--- src/rtl/usw_pkg.sv ---
package usw_pkg;
  // number of flops in each crossing chain
  localparam int unsigned SYNC_DEPTH = 2;

  // count for 3 ms at 48 MHz
  localparam int unsigned DEF_IDLE_CYCLES = 144000;

  function automatic int unsigned cnt_width(input int unsigned limit);
    return (limit < 2) ? 1 : $clog2(limit + 1);
  endfunction
endpackage

--- src/rtl/usw_sync.sv ---
module usw_sync #(
  parameter int unsigned WIDTH = 2,
  parameter int unsigned DEPTH = usw_pkg::SYNC_DEPTH
) (
  input  logic             clk,
  input  logic             rst,
  input  logic [WIDTH-1:0] d,
  output logic [WIDTH-1:0] q
);
  logic [WIDTH-1:0] stage [DEPTH];

  for (genvar i = 0; i < DEPTH; i++) begin : g_stage
    if (i == 0) begin : g_first
      always_ff @(posedge clk) begin
        if (rst) stage[i] <= '0;
        else     stage[i] <= d;
      end
    end else begin : g_next
      always_ff @(posedge clk) begin
        if (rst) stage[i] <= '0;
        else     stage[i] <= stage[i-1];
      end
    end
  end

  assign q = stage[DEPTH-1];
endmodule

--- src/rtl/usw_idle_timer.sv ---
module usw_idle_timer #(
  parameter int unsigned IDLE_CYCLES = usw_pkg::DEF_IDLE_CYCLES
) (
  input  logic clk,
  input  logic rst,
  input  logic act,
  input  logic usb_rst,
  input  logic en,
  output logic susp_req
);
  localparam int unsigned CW = usw_pkg::cnt_width(IDLE_CYCLES);
  localparam logic [CW-1:0] LAST = CW'(IDLE_CYCLES - 1);

  logic [CW-1:0] cnt;
  logic          fired;
  logic          armed;
  logic          reload;

  // any traffic, a bus reset, suspension or a disarmed state restarts the count
  assign reload = act | usb_rst | ~en | ~armed;

  always_ff @(posedge clk) begin
    if (rst) begin
      cnt      <= '0;
      fired    <= 1'b0;
      armed    <= 1'b0;
      susp_req <= 1'b0;
    end else begin
      susp_req <= 1'b0;
      if (usb_rst) armed <= 1'b1;
      if (reload) begin
        cnt   <= '0;
        fired <= 1'b0;
      end else if (!fired) begin
        if (cnt == LAST) begin
          susp_req <= 1'b1;
          fired    <= 1'b1;
        end else begin
          cnt <= cnt + 1'b1;
        end
      end
    end
  end

  AST_REQ_ONE_CYCLE: assert property (@(posedge clk) disable iff (rst)
    susp_req |=> !susp_req);

  AST_NO_REQ_SUSPENDED: assert property (@(posedge clk) disable iff (rst)
    !$past(en) |-> !susp_req);

  AST_NO_REQ_UNARMED: assert property (@(posedge clk) disable iff (rst)
    !$past(armed) |-> !susp_req);
endmodule

--- src/rtl/usw_wake_ctl.sv ---
module usw_wake_ctl (
  input  logic clk,
  input  logic rst,
  input  logic act,
  input  logic force_susp,
  input  logic resume_done,
  input  logic lp_set,
  output logic suspended,
  output logic wake_evt,
  output logic wake_line,
  output logic lp_mode
);
  logic lp_q;
  logic wake_hit;

  assign wake_hit = suspended & act & ~resume_done;

  always_ff @(posedge clk) begin
    if (rst) begin
      suspended <= 1'b0;
      wake_evt  <= 1'b0;
      wake_line <= 1'b0;
    end else begin
      wake_evt <= 1'b0;
      if (resume_done) begin
        suspended <= 1'b0;
        wake_line <= 1'b0;
      end else begin
        if (force_susp) suspended <= 1'b1;
        if (wake_hit && !wake_line) begin
          wake_evt  <= 1'b1;
          wake_line <= 1'b1;
        end
      end
    end
  end

  always_ff @(posedge clk) begin
    if (rst)           lp_q <= 1'b0;
    else if (wake_hit) lp_q <= 1'b0;
    else if (lp_set)   lp_q <= 1'b1;
  end

  // same-cycle bypass: the bit drops as soon as the wake condition is seen
  assign lp_mode = lp_q & ~wake_hit;

  AST_LINE_HOLDS: assert property (@(posedge clk) disable iff (rst)
    wake_line && !resume_done |=> wake_line);

  AST_LINE_DROPS: assert property (@(posedge clk) disable iff (rst)
    resume_done |=> !wake_line);

  AST_ONE_WAKE: assert property (@(posedge clk) disable iff (rst)
    wake_line && !resume_done |=> !wake_evt);

  AST_LP_LOW_AT_WAKE: assert property (@(posedge clk) disable iff (rst)
    wake_evt |-> !lp_mode);

  AST_NO_WAKE_AWAKE: assert property (@(posedge clk) disable iff (rst)
    !suspended |=> !wake_evt);
endmodule

--- src/rtl/usw_top.sv ---
module usw_top #(
  parameter int unsigned IDLE_CYCLES = usw_pkg::DEF_IDLE_CYCLES
) (
  input  logic clk,
  input  logic rst,
  input  logic bus_act,
  input  logic usb_rst,
  input  logic force_susp,
  input  logic resume_done,
  input  logic lp_set,
  output logic susp_req,
  output logic wake_evt,
  output logic wake_line,
  output logic lp_mode
);
  logic [1:0] raw_in;
  logic [1:0] sync_in;
  logic       act_s;
  logic       urst_s;
  logic       suspended;

  assign raw_in = {usb_rst, bus_act};

  usw_sync #(.WIDTH(2), .DEPTH(usw_pkg::SYNC_DEPTH)) u_sync (
    .clk (clk),
    .rst (rst),
    .d   (raw_in),
    .q   (sync_in)
  );

  assign act_s  = sync_in[0];
  assign urst_s = sync_in[1];

  usw_idle_timer #(.IDLE_CYCLES(IDLE_CYCLES)) u_timer (
    .clk      (clk),
    .rst      (rst),
    .act      (act_s),
    .usb_rst  (urst_s),
    .en       (~suspended),
    .susp_req (susp_req)
  );

  usw_wake_ctl u_wake (
    .clk         (clk),
    .rst         (rst),
    .act         (act_s),
    .force_susp  (force_susp),
    .resume_done (resume_done),
    .lp_set      (lp_set),
    .suspended   (suspended),
    .wake_evt    (wake_evt),
    .wake_line   (wake_line),
    .lp_mode     (lp_mode)
  );

  AST_EVENTS_APART: assert property (@(posedge clk) disable iff (rst)
    !(susp_req && wake_evt));
endmodule

--- config.mk ---
export PLATFORM = sky130hd
export DESIGN_NAME = usw_top
export DESIGN_NICKNAME = d
export VERILOG_FILES = /design/src/rtl/usw_pkg.sv /design/src/rtl/usw_sync.sv /design/src/rtl/usw_idle_timer.sv /design/src/rtl/usw_wake_ctl.sv /design/src/rtl/usw_top.sv
export SDC_FILE = /design/constraint.sdc
export NUM_CORES = 1
export LEC_CHECK = 0
export BUFFER_PORTS_ARGS = -buffer_cell sky130_fd_sc_hd__buf_4
export CAP_MARGIN = 20
export CORE_ASPECT_RATIO = 0.7
export CORE_MARGIN = 8
export CORE_UTILIZATION = 55
export DETAILED_ROUTE_END_ITERATION = 16
export GPL_ROUTABILITY_DRIVEN = 0
export PLACE_DENSITY_LB_ADDON = 0.1
export SYNTH_ARGS = -nofsm -noshare
export SYNTH_HDL_FRONTEND = slang
export SYNTH_HIERARCHICAL = 1
export SYNTH_SLANG_ARGS = --single-unit
--- constraint.sdc ---
create_clock -name clk -period 5.3 [get_ports clk]
set_clock_uncertainty 0.05 [all_clocks]
set_input_delay 0.53 -clock clk [delete_from_list [all_inputs] [get_ports clk]]
set_output_delay 0.53 -clock clk [all_outputs]
set_load 0.01 [all_outputs]
== Word level (Yosys, flattened, before mapping) ==
Memories as Yosys holds them, arrays and structs flattened.
Cells that the tools add are included.
W data, S select, Z words.
Word-level totals
  bits in registers: 25
  memories: 1
  output and inout port bits: 4
  memory bits (writable): 4
  input bits: 7
Cells by class
  $add $sub $neg: 1
  reduce and logical (&&, ||, !) cells: 7
  bitwise gates (word level): 13
  muxes and demuxes: 8
  equality and inequality tests: 1
Memory list
  u_sync.stage: words 2, width 2, rd ports 2, clocked after Yosys merged registers in 0, wr ports 2, RTL line usw_sync.sv:10  | logic [WIDTH-1:0] stage [DEPTH];
Operators with widths (count)
  $add A18 B1 Y18 const B: 1
  $eq A18 B18 Y1 const B: 1
  $mux W1: 6
  $reduce_or A2 Y1: 3
  $not A1 Y1: 5
  $or A1 B1 Y1: 5
  $mux W2: 2
  $and A1 B1 Y1: 3
  $reduce_or A3 Y1: 1
  $reduce_and A2 Y1: 1
  $logic_and A1 B1 Y1: 1
  $logic_not A1 Y1: 1

== Depth between registers and ports, before layout ==
  depth after elaboration: 4
  gate-level depth with buffers: 6
  gate-level depth less buffers: 5

== Hierarchy ==
Netlist, hierarchy kept.
By module, submodules not included
  usw_idle_timer: cells each 121, times used 1, area each 1041.0 µm²
  usw_wake_ctl: cells each 13, times used 1, area each 140.1 µm²
  usw_sync: cells each 8, times used 1, area each 105.1 µm²
  usw_top: cells each 1, times used 1, area each 3.8 µm²

== Least setup slack after synthesis ==
No wires, ideal clock.
  kind: input-to-reg
  start: in rst
  end: reg u_timer.cnt[10]
  slack: 3.258 ns
  stages on the path: 5
  arrival time: 1.932 ns
  path through: or4b_4 or2_0 buf_2 or4_1 nand2_1
On the way
  word-level cells in the longest chain between the ends: 1
Ends and longest elaborated chain
  from (decl): RTL line usw_top.sv:5  | input logic rst,
  $reduce_or A2 Y1 (no line)
  to (signal assigned): RTL line usw_idle_timer.sv:39  | cnt <= cnt + 1'b1;
  to (decl): RTL line usw_idle_timer.sv:14  | logic [CW-1:0] cnt;
No other way between the ends.
A chain may end at the register's enable or synchronous reset.

== Worst setup path in the final report ==
Same ends and word-level chain as after synthesis.

==> run metrics <==
status=finished, final reports clean; max_cap viols=0; ant diodes=0; first-pass GRT wire length=around 4.6 mm; commonest cells after routing, fill and taps aside=29 x dfxtp_1, 18 x nand2_1, 11 x a21oi_1; Initial Util=roughly 59%; Cell Int Power=between 0.3 and 0.4 mW; Die Span Y=56.5 um; FF-to-FF setup slack=3.06 ns; Mapped Cells=around 140; Power Density=between 200 and 300 mW/mm2; largest net degree at the start of global routing=18; reg2reg end=u_timer/cnt[10]; Synth area leader=dfxtp_1; I/O Pins=11; Max Clk Rate=~440 MHz; DR WL/cell=about 13 um; worst hold path depth=2; Final TNS setup=0 ns; switching pwr=~0.083 mW; CTS resizes=0; antenna violations before repair=0; top-area cell type share of the netlist area=a little under half; port bufs=10; number of detailed-route iterations in the first pass=4; GRT Total Usage=between 10 and 15%; DRC viols=0; hold crit path type=input pin to flop; GRT busiest layer=met2; Reg-to-Reg Start=u_sync/stage[1][1]; library cells used by synthesis=41; total CTS buffers=5; vias in the first global route=1,091; CTS Hold Bufs=0; final instance area=between 0.001 and 0.0015 mm2; crit path kind=input pin to flop; clk sink count=29; H-tree levels=2; leakage=0.501 nW; Max VDD drop=approximately 0.15 mV; drt first-iter violations=96; met2 Use GR=22.4%; clk buf depth=2; Die Wd=between 70 and 80 um; Slew Viols, Final=0; Vias/cell=5.80; minimum hold slack=approximately 0.36 ns; CP required=5.52 ns; Core Util, Final=between 60% and 70%; Reg clk slew, reported paths=around 0.09 ns; WHS Endpoint=u_wake/wake_evt; Post-DP Area=between 0.001 and 0.0015 mm2; number of antenna-violating nets in the routed design=0; Total Wirelength=approximately 2.5 mm; Mapped Area=around 0.0013 mm2; met1 usage=16.0%; HPWL after DPL=1.84 mm; synthesized area per cell=around 9.0 um2; Worst setup SP type=input pin; Post-CTS Setup Bufs=0; CTS tree=built; min-delay src=resume_done; switch share=21.5%; syn_nets=151; worst setup margin=approximately 3 ns; Yosys reg bits=29; setup slack at placement=approximately 2.7 ns; met3 usage=under 10%; Via Count=around 1,100; grt total ovfl=0; crit path DAT=between 2 and 2.5 ns; r2r worst-path depth=4; fill count=~180; RSZ-0062 raised after global routing=no; max_slew headroom=33.5%; yosys warns=6; Layout area overhead=13.7%; root buffer cell=clkbuf_4; # setup viols final=0; Tcrit/Tclk final=a little over two fifths; worst-margin pin slew=roughly 1 ns; die area=between 0.004 and 0.005 mm2; CP max FO=17; clk_lat worst skew=about 0.32 ns; Synth area leaders=dfxtp_1 45%, nand2_1 5.2%, a21oi_1 4.3%; Crit. End Element=flop; final hold vios=0; Clock power frac=39.1%; commonest non-fill, non-tap cell in the layout=dfxtp_1; sequential share of power=a little under three fifths; core area=around 0.0022 mm2; num rows=14; register area share after synthesis=a little under half; Nets=roughly 170; combinational group share of total power=3.5%; post-layout minimum cycle time=2.26 ns; layout cell share with drive strength beyond 1=roughly 15%
## per-stage QoR
step | power [mW] | cells
2_1_floorplan | 0.234 | 143
3_3_place_gp | 0.241 | 183
3_5_place_dp | 0.241 | 183
4_1_cts | 0.394 | 191
5_1_grt | 0.403 | 191
6_report | 0.388 | 191
## final cells by class
cell class | instances | area (um2) | area share, %
multi-input cells | 108 | 686 | 46.8
repair buffers | 10 | 75.1 | 5.12
flip-flops and latches | 29 | 581 | 39.6
clock buffers | 7 | 65.1 | 4.44
inverters | 4 | 15.0 | 1.02
well taps | 32 | 40.0 | 2.73
clock inverters | 1 | 5.00 | 0.341
## sequential cells by signal (all words and copies together), names as in the netlist
register and cells:
u_timer/cnt 18, u_sync/stage 4, u_timer/armed 1, u_timer/fired 1
u_timer/susp_req 1, u_wake/lp_q 1, u_wake/suspended 1, u_wake/wake_evt 1
u_wake/wake_line 1
## Yosys cell counts (all sizes together)
master and number:
o21a 1, o31ai 3, or4b 3, or2 2, or3 6, nor3b 2, nand4bb 1, nor2 10
and3b 1, a21oi 11, a2111o 2, and4b 1, nand4 3, dfxtp 29, a211oi 2, inv 4
ha 1, or4 5, nand3 4, clkbuf 1, mux2i 3, a21boi 1, xor2 2, o211ai 1
nor3 4, o21ai 7, nor2b 5, o221a 1, or4bb 2, and3 1, and4 1, nand2 19
buf 1, nor4 2, and2 1
## power groups by stage
stage          Clock (mW)  Sequential (mW)  Combinational, mW
2_1_floorplan           0            0.227            0.00693
3_3_place_gp            0            0.227             0.0131
3_5_place_dp            0            0.228             0.0137
4_1_cts             0.158            0.223             0.0137
5_1_grt             0.165            0.223             0.0152
6_report            0.152            0.222             0.0137
## layer usage
| layer | share of wire [%] | wire length (um) |
|---|---|---|
| met4 | 2.0 | 51 |
| met3 | 4.7 | 117 |
| met1 | 47 | 1180 |
| met2 | 46 | 1160 |
| met5 | 0 | 0 |
## worst max path at each step
stage | start | end | slack [ns] | cells past startpoint
after floorplan | rst | u_timer/cnt[10] | 3.26 | 5
after global placement | rst | u_timer/cnt[10] | 2.78 | 5
after detailed placement | rst | u_timer/cnt[10] | 2.71 | 5
after CTS | rst | u_timer/cnt[10] | 3.07 | 5
after global routing | u_wake/suspended | u_timer/cnt[5] | 2.95 | 5
final | rst | u_timer/cnt[10] | 3.04 | 5
## cell families after synthesis
family,count (synthesis),synth area share (%)
fa+ha+maj,1,0.970
mux,3,2.33
simple gates,73,34.2
flops,29,45.0
buf+inv,6,1.84
compound gates,29,14.3
xor+xnor,2,1.36
## critical path, stage by stage
cell and delay [ns]:
buf_4 0.15, or4b_4 0.53, or2_0 0.56, or4_1 0.64
nand2_1 0.08
Note: power is estimated with default switching activity, not from simulation.
